--- src/rtl/rcg_pkg.sv ---
package rcg_pkg;

  // Counter width for a modulo-n count; at least one bit.
  function automatic int unsigned cnt_width(input int unsigned n);
    return (n <= 2) ? 1 : $clog2(n);
  endfunction

  typedef struct packed {
    logic ready;
    logic slow;
    logic tick;
  } chan_out_t;

endpackage

--- src/rtl/rcg_counter.sv ---
module rcg_counter #(
  parameter int unsigned DIV = 13,
  localparam int unsigned CW = rcg_pkg::cnt_width(DIV)
) (
  input  logic          clk_i,
  input  logic          rst_ni,
  output logic [CW-1:0] cnt_nxt_o,
  output logic          wrap_o
);

  localparam logic [CW-1:0] LAST = CW'(DIV - 1);

  logic [CW-1:0] cnt_q;
  logic [CW-1:0] cnt_d;
  logic          at_last;

  // next-state
  always_comb begin
    at_last = (cnt_q == LAST);
    if (at_last) begin
      cnt_d = '0;
    end else begin
      cnt_d = cnt_q + 1'b1;
    end
  end

  // register
  always_ff @(posedge clk_i or negedge rst_ni) begin
    if (!rst_ni) begin
      cnt_q <= '0;
    end else begin
      cnt_q <= cnt_d;
    end
  end

  assign cnt_nxt_o = cnt_d;
  assign wrap_o    = at_last;

endmodule

--- src/rtl/rcg_phase.sv ---
module rcg_phase #(
  parameter int unsigned DIV = 13,
  localparam int unsigned CW = rcg_pkg::cnt_width(DIV)
) (
  input  logic          clk_i,
  input  logic          rst_ni,
  input  logic [CW-1:0] cnt_nxt_i,
  input  logic          wrap_i,
  output logic          slow_o,
  output logic          tick_o
);

  localparam logic [CW-1:0] HALF = CW'(DIV / 2);

  logic armed_q, armed_d;
  logic slow_q, slow_d;
  logic tick_q, tick_d;
  logic live;

  // next-state: slow high for the first HALF counts of each full period
  always_comb begin
    live    = armed_q | wrap_i;
    armed_d = live;
    slow_d  = live & (cnt_nxt_i < HALF);
    tick_d  = wrap_i;
  end

  // register
  always_ff @(posedge clk_i or negedge rst_ni) begin
    if (!rst_ni) begin
      armed_q <= 1'b0;
      slow_q  <= 1'b0;
      tick_q  <= 1'b0;
    end else begin
      armed_q <= armed_d;
      slow_q  <= slow_d;
      tick_q  <= tick_d;
    end
  end

  assign slow_o = slow_q;
  assign tick_o = tick_q;

endmodule

--- src/rtl/rcg_channel.sv ---
module rcg_channel #(
  parameter int unsigned DIV = 13,
  localparam int unsigned CW = rcg_pkg::cnt_width(DIV)
) (
  input  logic                clk_i,
  input  logic                rst_ni,
  output rcg_pkg::chan_out_t  out_o
);

  // ratios below 2 are refused at elaboration
  if (DIV < 2) begin : g_bad_div
    $error("rcg_channel: ratio must be at least 2");
  end

  logic [CW-1:0] cnt_nxt;
  logic          wrap;
  logic          slow;
  logic          tick;

  rcg_counter #(.DIV(DIV)) u_cnt (
    .clk_i     (clk_i),
    .rst_ni    (rst_ni),
    .cnt_nxt_o (cnt_nxt),
    .wrap_o    (wrap)
  );

  rcg_phase #(.DIV(DIV)) u_phase (
    .clk_i     (clk_i),
    .rst_ni    (rst_ni),
    .cnt_nxt_i (cnt_nxt),
    .wrap_i    (wrap),
    .slow_o    (slow),
    .tick_o    (tick)
  );

  assign out_o.ready = wrap;
  assign out_o.slow  = slow;
  assign out_o.tick  = tick;

  a_r4_ready_single: assert property (@(posedge clk_i) disable iff (!rst_ni)
    wrap |=> !wrap);

  a_r6_rise_after_ready: assert property (@(posedge clk_i) disable iff (!rst_ni)
    wrap |=> $rose(slow));

  a_r6_rise_only_after_ready: assert property (@(posedge clk_i) disable iff (!rst_ni)
    $rose(slow) |-> $past(wrap));

  a_r8_tick_follows_ready: assert property (@(posedge clk_i) disable iff (!rst_ni)
    wrap |=> tick);

  a_r8_tick_single: assert property (@(posedge clk_i) disable iff (!rst_ni)
    tick |=> !tick);

endmodule

--- src/rtl/ratio_clock_gen.sv ---
module ratio_clock_gen #(
  parameter int unsigned DIV_A = 13,
  parameter int unsigned DIV_B = 52
) (
  input  logic       clk_i,
  input  logic       rst_ni,
  output logic       fast_clk_o,
  output logic [1:0] slow_clk_o,
  output logic [1:0] slow_tick_o,
  output logic [1:0] ready_o
);

  localparam int unsigned NCH = 2;
  localparam int unsigned DIVS [NCH] = '{DIV_A, DIV_B};

  // the fast clock leaves unchanged
  assign fast_clk_o = clk_i;

  // one independent channel per ratio
  for (genvar i = 0; i < NCH; i++) begin : g_chan
    rcg_pkg::chan_out_t co;

    rcg_channel #(.DIV(DIVS[i])) u_chan (
      .clk_i  (clk_i),
      .rst_ni (rst_ni),
      .out_o  (co)
    );

    assign slow_clk_o[i]  = co.slow;
    assign slow_tick_o[i] = co.tick;
    assign ready_o[i]     = co.ready;
  end

endmodule

--- config.mk ---
export PLATFORM = sky130hd
export DESIGN_NAME = ratio_clock_gen
export DESIGN_NICKNAME = d
export VERILOG_FILES = /design/src/rtl/rcg_pkg.sv /design/src/rtl/rcg_counter.sv /design/src/rtl/rcg_phase.sv /design/src/rtl/rcg_channel.sv /design/src/rtl/ratio_clock_gen.sv
export SDC_FILE = /design/constraint.sdc
export NUM_CORES = 1
export LEC_CHECK = 0
export BUFFER_PORTS_ARGS = -buffer_cell sky130_fd_sc_hd__buf_4
export CORE_AREA = 8 8 45 47
export DETAILED_ROUTE_END_ITERATION = 8
export DIE_AREA = 0 0 53 55
export PLACE_DENSITY = 0.86
export SLEW_MARGIN = 20
export SYNTH_ARGS = -nofsm -noshare
export SYNTH_HDL_FRONTEND = slang
export SYNTH_HIERARCHICAL = 1
export SYNTH_SLANG_ARGS = --single-unit
--- constraint.sdc ---
create_clock -name clk_i -period 2.41 [get_ports clk_i]
set_input_delay 0.241 -clock clk_i [delete_from_list [all_inputs] [get_ports clk_i]]
set_output_delay 0.241 -clock clk_i [all_outputs]
set_load 0.01 [all_outputs]
# After elaboration in Yosys (flattened, before gate mapping)
# Index checks and enable logic that the tools add are counted.
[word_totals] regBits=16 inputBits=2 output_inout_bits=7 word_cells=20
[op_classes] addsub=2 n_lt_le_gt_ge=2 eq_ne=2 n_mux=2 bitwise=4
[ops] cell="$add A6 B1 Y6 const B" count=1
[ops] cell="$eq A6 B6 Y1 const B" count=1
[ops] cell="$lt A6 B5 Y1 const B" count=1
[ops] cell="$mux W6" count=1
[ops] cell="$add A4 B1 Y4 const B" count=1
[ops] cell="$eq A4 B4 Y1 const B" count=1
[ops] cell="$lt A4 B3 Y1 const B" count=1
[ops] cell="$mux W4" count=1
[ops] cell="$and A1 B1 Y1" count=2
[ops] cell="$or A1 B1 Y1" count=2

# Depth between registers and ports, before layout
# Gate-level depths: netlist (run 1).
[logic_depth] depth_word=4 depth_mapped=6 ltp_nobuf=6

# Cells and area by module
# Netlist (run 1), hierarchy kept.
[modules_own_cells] module="rcg_counter (g_chan[1].u_chan.u_cnt)" instances=1 cells_per_inst=23 area_per_inst_um2=275.3 seq_area_each_um2=150.1
[modules_own_cells] module="rcg_counter (g_chan[0].u_chan.u_cnt)" instances=1 cells_per_inst=17 area_per_inst_um2=196.4 seq_area_each_um2=100.1
[modules_own_cells] module="rcg_phase (g_chan[1].u_chan.u_phase)" instances=1 cells_per_inst=6 area_per_inst_um2=97.6 seq_area_each_um2=75.1
[modules_own_cells] module="rcg_phase (g_chan[0].u_chan.u_phase)" instances=1 cells_per_inst=6 area_per_inst_um2=92.6 seq_area_each_um2=75.1
[modules_own_cells] module="rcg_channel" instances=2 cells_per_inst=3 area_per_inst_um2=22.5 seq_area_each_um2=0.0
[modules_own_cells] module="ratio_clock_gen" instances=1 cells_per_inst=1 area_per_inst_um2=7.5 seq_area_each_um2=0.0

==> flow_summary.ini, run 1 <==
[outcome]
status = completed

[global_routing]
grt_max_degree = 17
grt_pass1_vias = 504
grt_usage = 0.106
grt_pass1_wl_mm = 2.15
antenna_found_initial = 0
overflow = 0

[timing]
period_share = 0.784
fin_worst_skew_ps = 3.48
max_clock_freq_mhz = 529
max-slew-margin-rel = 0.809
finalMaxSlewViolations = 0
worst_pin_slew_ps = 284
fin_crit_ps = 1890
hold_viol = 0
rsz0062_at_grt = false
setup_ws_ps = 521
tns_ps = 0
setup_viol = 0

[floorplanning]
pin_count = 9
initial_core_util = 0.516
core_area_um2 = 1380
dieArea_um2 = 2920
die_y_um = 55
fp.dieW_um = 53
num_rows = 14

[critical_path]
crit_fanout = 5
r2r-end = g_chan[1].u_chan/u_phase/slow_o
path_class = reg2out
worstSetupEndpointType = primary output
r2r_cells = 6
regToRegSetupSlack_ps = 740
start_kind = flip-flop
r2r-start = g_chan[1].u_chan/u_cnt/cnt_q[0]
arrival_ps = 1650
cp.required_ps = 2170

[placement]
dp_cells = 76
dp_hpwl_um = 867
portBuffers = 8
dp_slack_ps = 749
gp_congestion = 0.680

[routing]
vias = 448
finalWirelength_mm = 1.24
drtPass1Iterations = 4
wl_per_cell_um = 14.9
wl_met2_um = 579
top_layer = met4
drt_iter0_markers = 13
drt-met1-wl_um = 541
drcViolationCount = 0
met3_length_um = 92
drtAntennaViolNets = 0
via_per_inst = 5.40

[cts]
cts_setup_buffers = 0
clk_pin_slew_worst_paths_ps = 90
cts_tree = done
cts_resized = 0
clock_latency_ps = 380

[yosys]
synth_seq_cells = 16
netlist_area_um2 = 714
yosysTopAreaCellShare = 0.560
synth_area_leaders = dfrtp_1 56%, buf_4 7.4%, ha_1 5.3%
synth_nets = 64
syn_inst = 59
seq_area_frac_synth = 0.560
syn_avg_cell_area_um2 = 12.1
synth_area_leader_cell = dfrtp_1
ys_types = 27
ys.warnings.count = 6

[pwr]
p_leak_nw = 0.395
ir_worst_vdd_mv = 0.594
power.density_nw_per_um2 = 643

[flow_run]
cap_violations = 0

[finish]
final_util = 0.576
final_nets = 74
antenna_cells = 0
drive_above_1_share = 0.284
fillers = 118
instances_no_fill = 83
syn_to_final_growth_pct = 11.6

[hold_path]
min_path_type = in2async
-- worst max-delay path, stage by stage (launching register included) --
cell and delay (ps):
dfrtp_1 410, ha_1 270, nor3b_2 180, and3_2 250, buf_4 150
-- cell families (layout without fill, tap and decap cells) --
logic type	after synthesis	after routing	synth area share
AOI/OAI and AO/OA	9	9	0.0893
and+or+nand+nor	18	18	0.170
adders and majority gates	3	3	0.0525
xor gates and xnor gates	2	2	0.0245
muxes	1	1	0.0140
buffers and inverters	10	18	0.0893
DFF	16	16	0.560
-- power by group --
group	total, mW	leakage [nW]	switching (mW)	internal, mW
sequential	0.268	0.194	0	0.268
clock	0.237	0.0324	0.104	0.133
combinational	0.00716	0.169	0.00499	0.00217
-- worst max path at each step --
stage | start | to | cells after the start
2_1_floorplan | clk_i | fast_clk_o | 1
3_3_place_gp | g_chan[1].u_chan/u_cnt/cnt_q[0] | g_chan[1].u_chan/u_phase/slow_o | 5
3_5_place_dp | g_chan[1].u_chan/u_cnt/cnt_q[0] | g_chan[1].u_chan/u_phase/slow_o | 6
4_1_cts | g_chan[1].u_chan/u_cnt/cnt_q[0] | ready_o[1] | 4
5_1_grt | g_chan[1].u_chan/u_cnt/cnt_q[0] | ready_o[1] | 4
6_report | g_chan[1].u_chan/u_cnt/cnt_q[0] | ready_o[1] | 4
-- cells in the mapped netlist --
cell / n
dfrtp_1: 16
buf_4: 7
a21oi_1: 4
ha_1: 3
inv_1: 3
nor2_1: 3
or2_1: 2
xnor2_1: 2
a21bo_2: 1
a21o_1: 1
a21oi_2: 1
a311o_1: 1
and2_1: 1
and3_1: 1
and3_2: 1
and3b_1: 1
and4_1: 1
and4_2: 1
and4b_1: 1
mux2i_1: 1
nand2_1: 1
nand3_1: 1
nand3b_1: 1
nor2b_1: 1
nor3_1: 1
nor3b_2: 1
o211ai_1: 1
-- layout make-up --
cell class / count / area [µm²] / share of cell area
inverter: 3 / 11.3 / 0.0141
sequential: 16 / 400 / 0.502
timing repair buffer: 8 / 62.6 / 0.0785
multi-input combinational: 33 / 250 / 0.314
clock buffer: 7 / 52.6 / 0.0659
tap: 16 / 20.0 / 0.0251
-- timing repair --
item,4_1_cts,5_1_grt
hold buffers,1,0
setup endpoints to repair,0,0
hold endpoints to repair,16,0
-- through the flow --
stage	area (µm²)	total power, mW	hold WS (ps)
after CTS	797	0.526	236
after global routing	797	0.551	230
after floorplan	714	0.308	-54.6
after global placement	742	0.314	102
final	797	0.513	244
after detailed placement	742	0.314	108
-- metal layers --
metal | GRT usage | vias to the layer above
met1 | 0.106 | 218
met3 | 0.0535 | 3
met2 | 0.158 | 13
met5 | 0 | -
li1 | - | 214
met4 | 0.103 | 0
-- sequential cells by signal, indices dropped and copies added, names as in the netlist --
register	cells
g_chan.u_chan/u_cnt/cnt_q	10
g_chan.u_chan/u_phase/armed_q	2
g_chan.u_chan/u_phase/slow_o	2
g_chan.u_chan/u_phase/tick_o	2
-- placed cells by master, fill, tap and decap left out, drive strengths merged, types with 2 or more instances in the layout --
cell    count
inv         3
xnor2       2
and3        2
a21oi       5
nor2        3
and4        2
buf         8
clkbuf      6
dfrtp      16
ha          3
or2         2
No activity file was read; power rests on OpenSTA's default activity.
==> inputs of run 2 (changes only) <==
Settings changed: CORE_AREA 8 8 45 47 to not set, CORE_MARGIN set to 8, CORE_UTILIZATION set to 48, DIE_AREA 0 0 53 55 to not set, PLACE_DENSITY 0.86 to 0.82.
Clock period 2.41 ns to 1.5 ns, I/O delays scaled along.
==> flow_summary.ini, run 2 (same netlist as run 1, synthesis figures left out) <==
[outcome]
status = finished with violations
failed_checks = setup timing

[timing]
fin_worst_skew_ps = 5.26
finalMaxSlewViolations = 0
hold_viol = 0
worst_pin_slew_ps = 289
max_clock_freq_mhz = 579
setup_ws_ps = -227
setup_viol = 3
max-slew-margin-rel = 0.808
rsz0062_at_grt = true
period_share = 1.15
fin_crit_ps = 1730

[floorplanning]
fp.dieW_um = 54.6
die_y_um = 54.6
num_rows = 14
initial_core_util = 0.491
core_area_um2 = 1450
dieArea_um2 = 2980
pin_count = 9

[finish]
layout_commonest_cell = buf_4
final_nets = 89
design_area_um2 = 1020
regMostFlops = g_chan.u_chan/u_cnt/cnt_q
drive_above_1_share = 0.554
antenna_cells = 0
fillers = 96
layout_common_cells = 19 x buf_4, 15 x dfrtp_1, 6 x clkbuf_4, 4 x buf_6, 3 x a21oi_2
final_util = 0.699
largest_register_ffs = 10
syn_to_final_growth_pct = 42.2

[critical_path]
arrival_ps = 1580
crit_fanout = 2
r2r-end = g_chan[1].u_chan/u_phase/slow_o
start_kind = flip-flop
r2r_cells = 7
worstSetupEndpointType = primary output
cp.required_ps = 1350
regToRegSetupSlack_ps = -190
r2r-start = g_chan[1].u_chan/u_cnt/cnt_q[1]
path_class = reg2out

[routing]
drtPass1Iterations = 4
drtAntennaViolNets = 0
via_per_inst = 5.38
finalWirelength_mm = 1.63
wl_per_cell_um = 16.5
vias = 533
drcViolationCount = 0
drt_iter0_markers = 19

[cts]
cts_tree = done
clock_latency_ps = 410
clk_pin_slew_worst_paths_ps = 90

[global_routing]
grt_max_degree = 17
grt_pass1_wl_mm = 2.42
overflow = 0
antenna_found_initial = 0
grt_usage = 0.125
grt_pass1_vias = 533

[placement]
placed_cell_area_um2 = 774
portBuffers = 8
gp_congestion = 0.732
dp_hpwl_um = 837

[pwr]
p_leak_nw = 0.478
power.density_nw_per_um2 = 886
ir_worst_vdd_mv = 0.654

[hold_path]
min_path_type = in2async

[flow_run]
cap_violations = 0
## run 2: cell types whose count changed in the layout (fill, tap and decap cells not counted), sizes merged
cell,change
buf,+15
clkbuf,+1
## run 2: where the power goes
| part | switching [mW] | total [mW] | internal, mW |
|---|---|---|---|
| logic | 0.00796 | 0.0114 | 0.00348 |
| registers | 0 | 0.431 | 0.431 |
| clock network | 0.189 | 0.458 | 0.269 |
## run 2: worst max-delay path by stage
stage                                    start                               to  slack (ps)  cells after the start
5_1_grt        g_chan[1].u_chan/u_cnt/cnt_q[0]                       ready_o[1]        -340                      5
3_3_place_gp   g_chan[1].u_chan/u_cnt/cnt_q[0]  g_chan[1].u_chan/u_phase/slow_o         -10                      6
3_5_place_dp   g_chan[1].u_chan/u_cnt/cnt_q[0]  g_chan[1].u_chan/u_phase/slow_o         -30                      6
4_1_cts        g_chan[1].u_chan/u_cnt/cnt_q[1]                       ready_o[1]        -190                      5
2_1_floorplan  g_chan[1].u_chan/u_cnt/cnt_q[0]  g_chan[1].u_chan/u_phase/slow_o          20                      6
6_report       g_chan[1].u_chan/u_cnt/cnt_q[0]                       ready_o[1]        -230                      5
## run 2: critical path, cell delays in order (launching register included)
cell     delay [ps]
dfrtp_1         360
ha_2            190
nor3b_4         200
and3_4          220
buf_6           100
buf_6            90
## run 2: repair_timing
| item | 4_1_cts | 5_1_grt |
|---|---|---|
| hold endpoints to repair | 16 | 0 |
| gates cloned | 0 | 0 |
| resized for setup | 9 | 12 |
| setup endpoints to repair | 3 | 4 |
| pin swaps | 4 | 8 |
| hold buffers | 1 | 0 |
| buffers inserted | 6 | 6 |
## run 2: routing by layer
| metal | track usage | part of all wire | up-vias |
|---|---|---|---|
| met5 | 0 | 0 | - |
| met1 | 0.129 | 0.46 | 262 |
| met4 | 0.131 | 0.022 | 0 |
| met3 | 0.0761 | 0.056 | 4 |
| li1 | - | - | 249 |
| met2 | 0.166 | 0.47 | 18 |
## run 2: through the flow
step | power, mW | worst slack, ps | cells | setup TNS, ps | hold WS (ps)
global placement | 0.504 | -14.0 | 80 | -14.0 | 14.1
floorplan | 0.495 | 16.0 | 59 | 0 | -146
CTS | 0.911 | -191 | 94 | -245 | 129
detailed placement | 0.504 | -32.8 | 80 | -32.8 | 12.1
finish | 0.900 | -227 | 99 | -552 | 122
global route | 0.953 | -343 | 99 | -831 | 118
## run 2: layout make-up
cell class | instances | area, µm² | area share
sequential | 16 | 402 | 0.395
inverter | 3 | 11.3 | 0.0111
tap | 16 | 20.0 | 0.0197
clock buffer | 8 | 66.3 | 0.0653
multi-input combinational | 33 | 327 | 0.321
timing repair buffer | 23 | 190 | 0.187
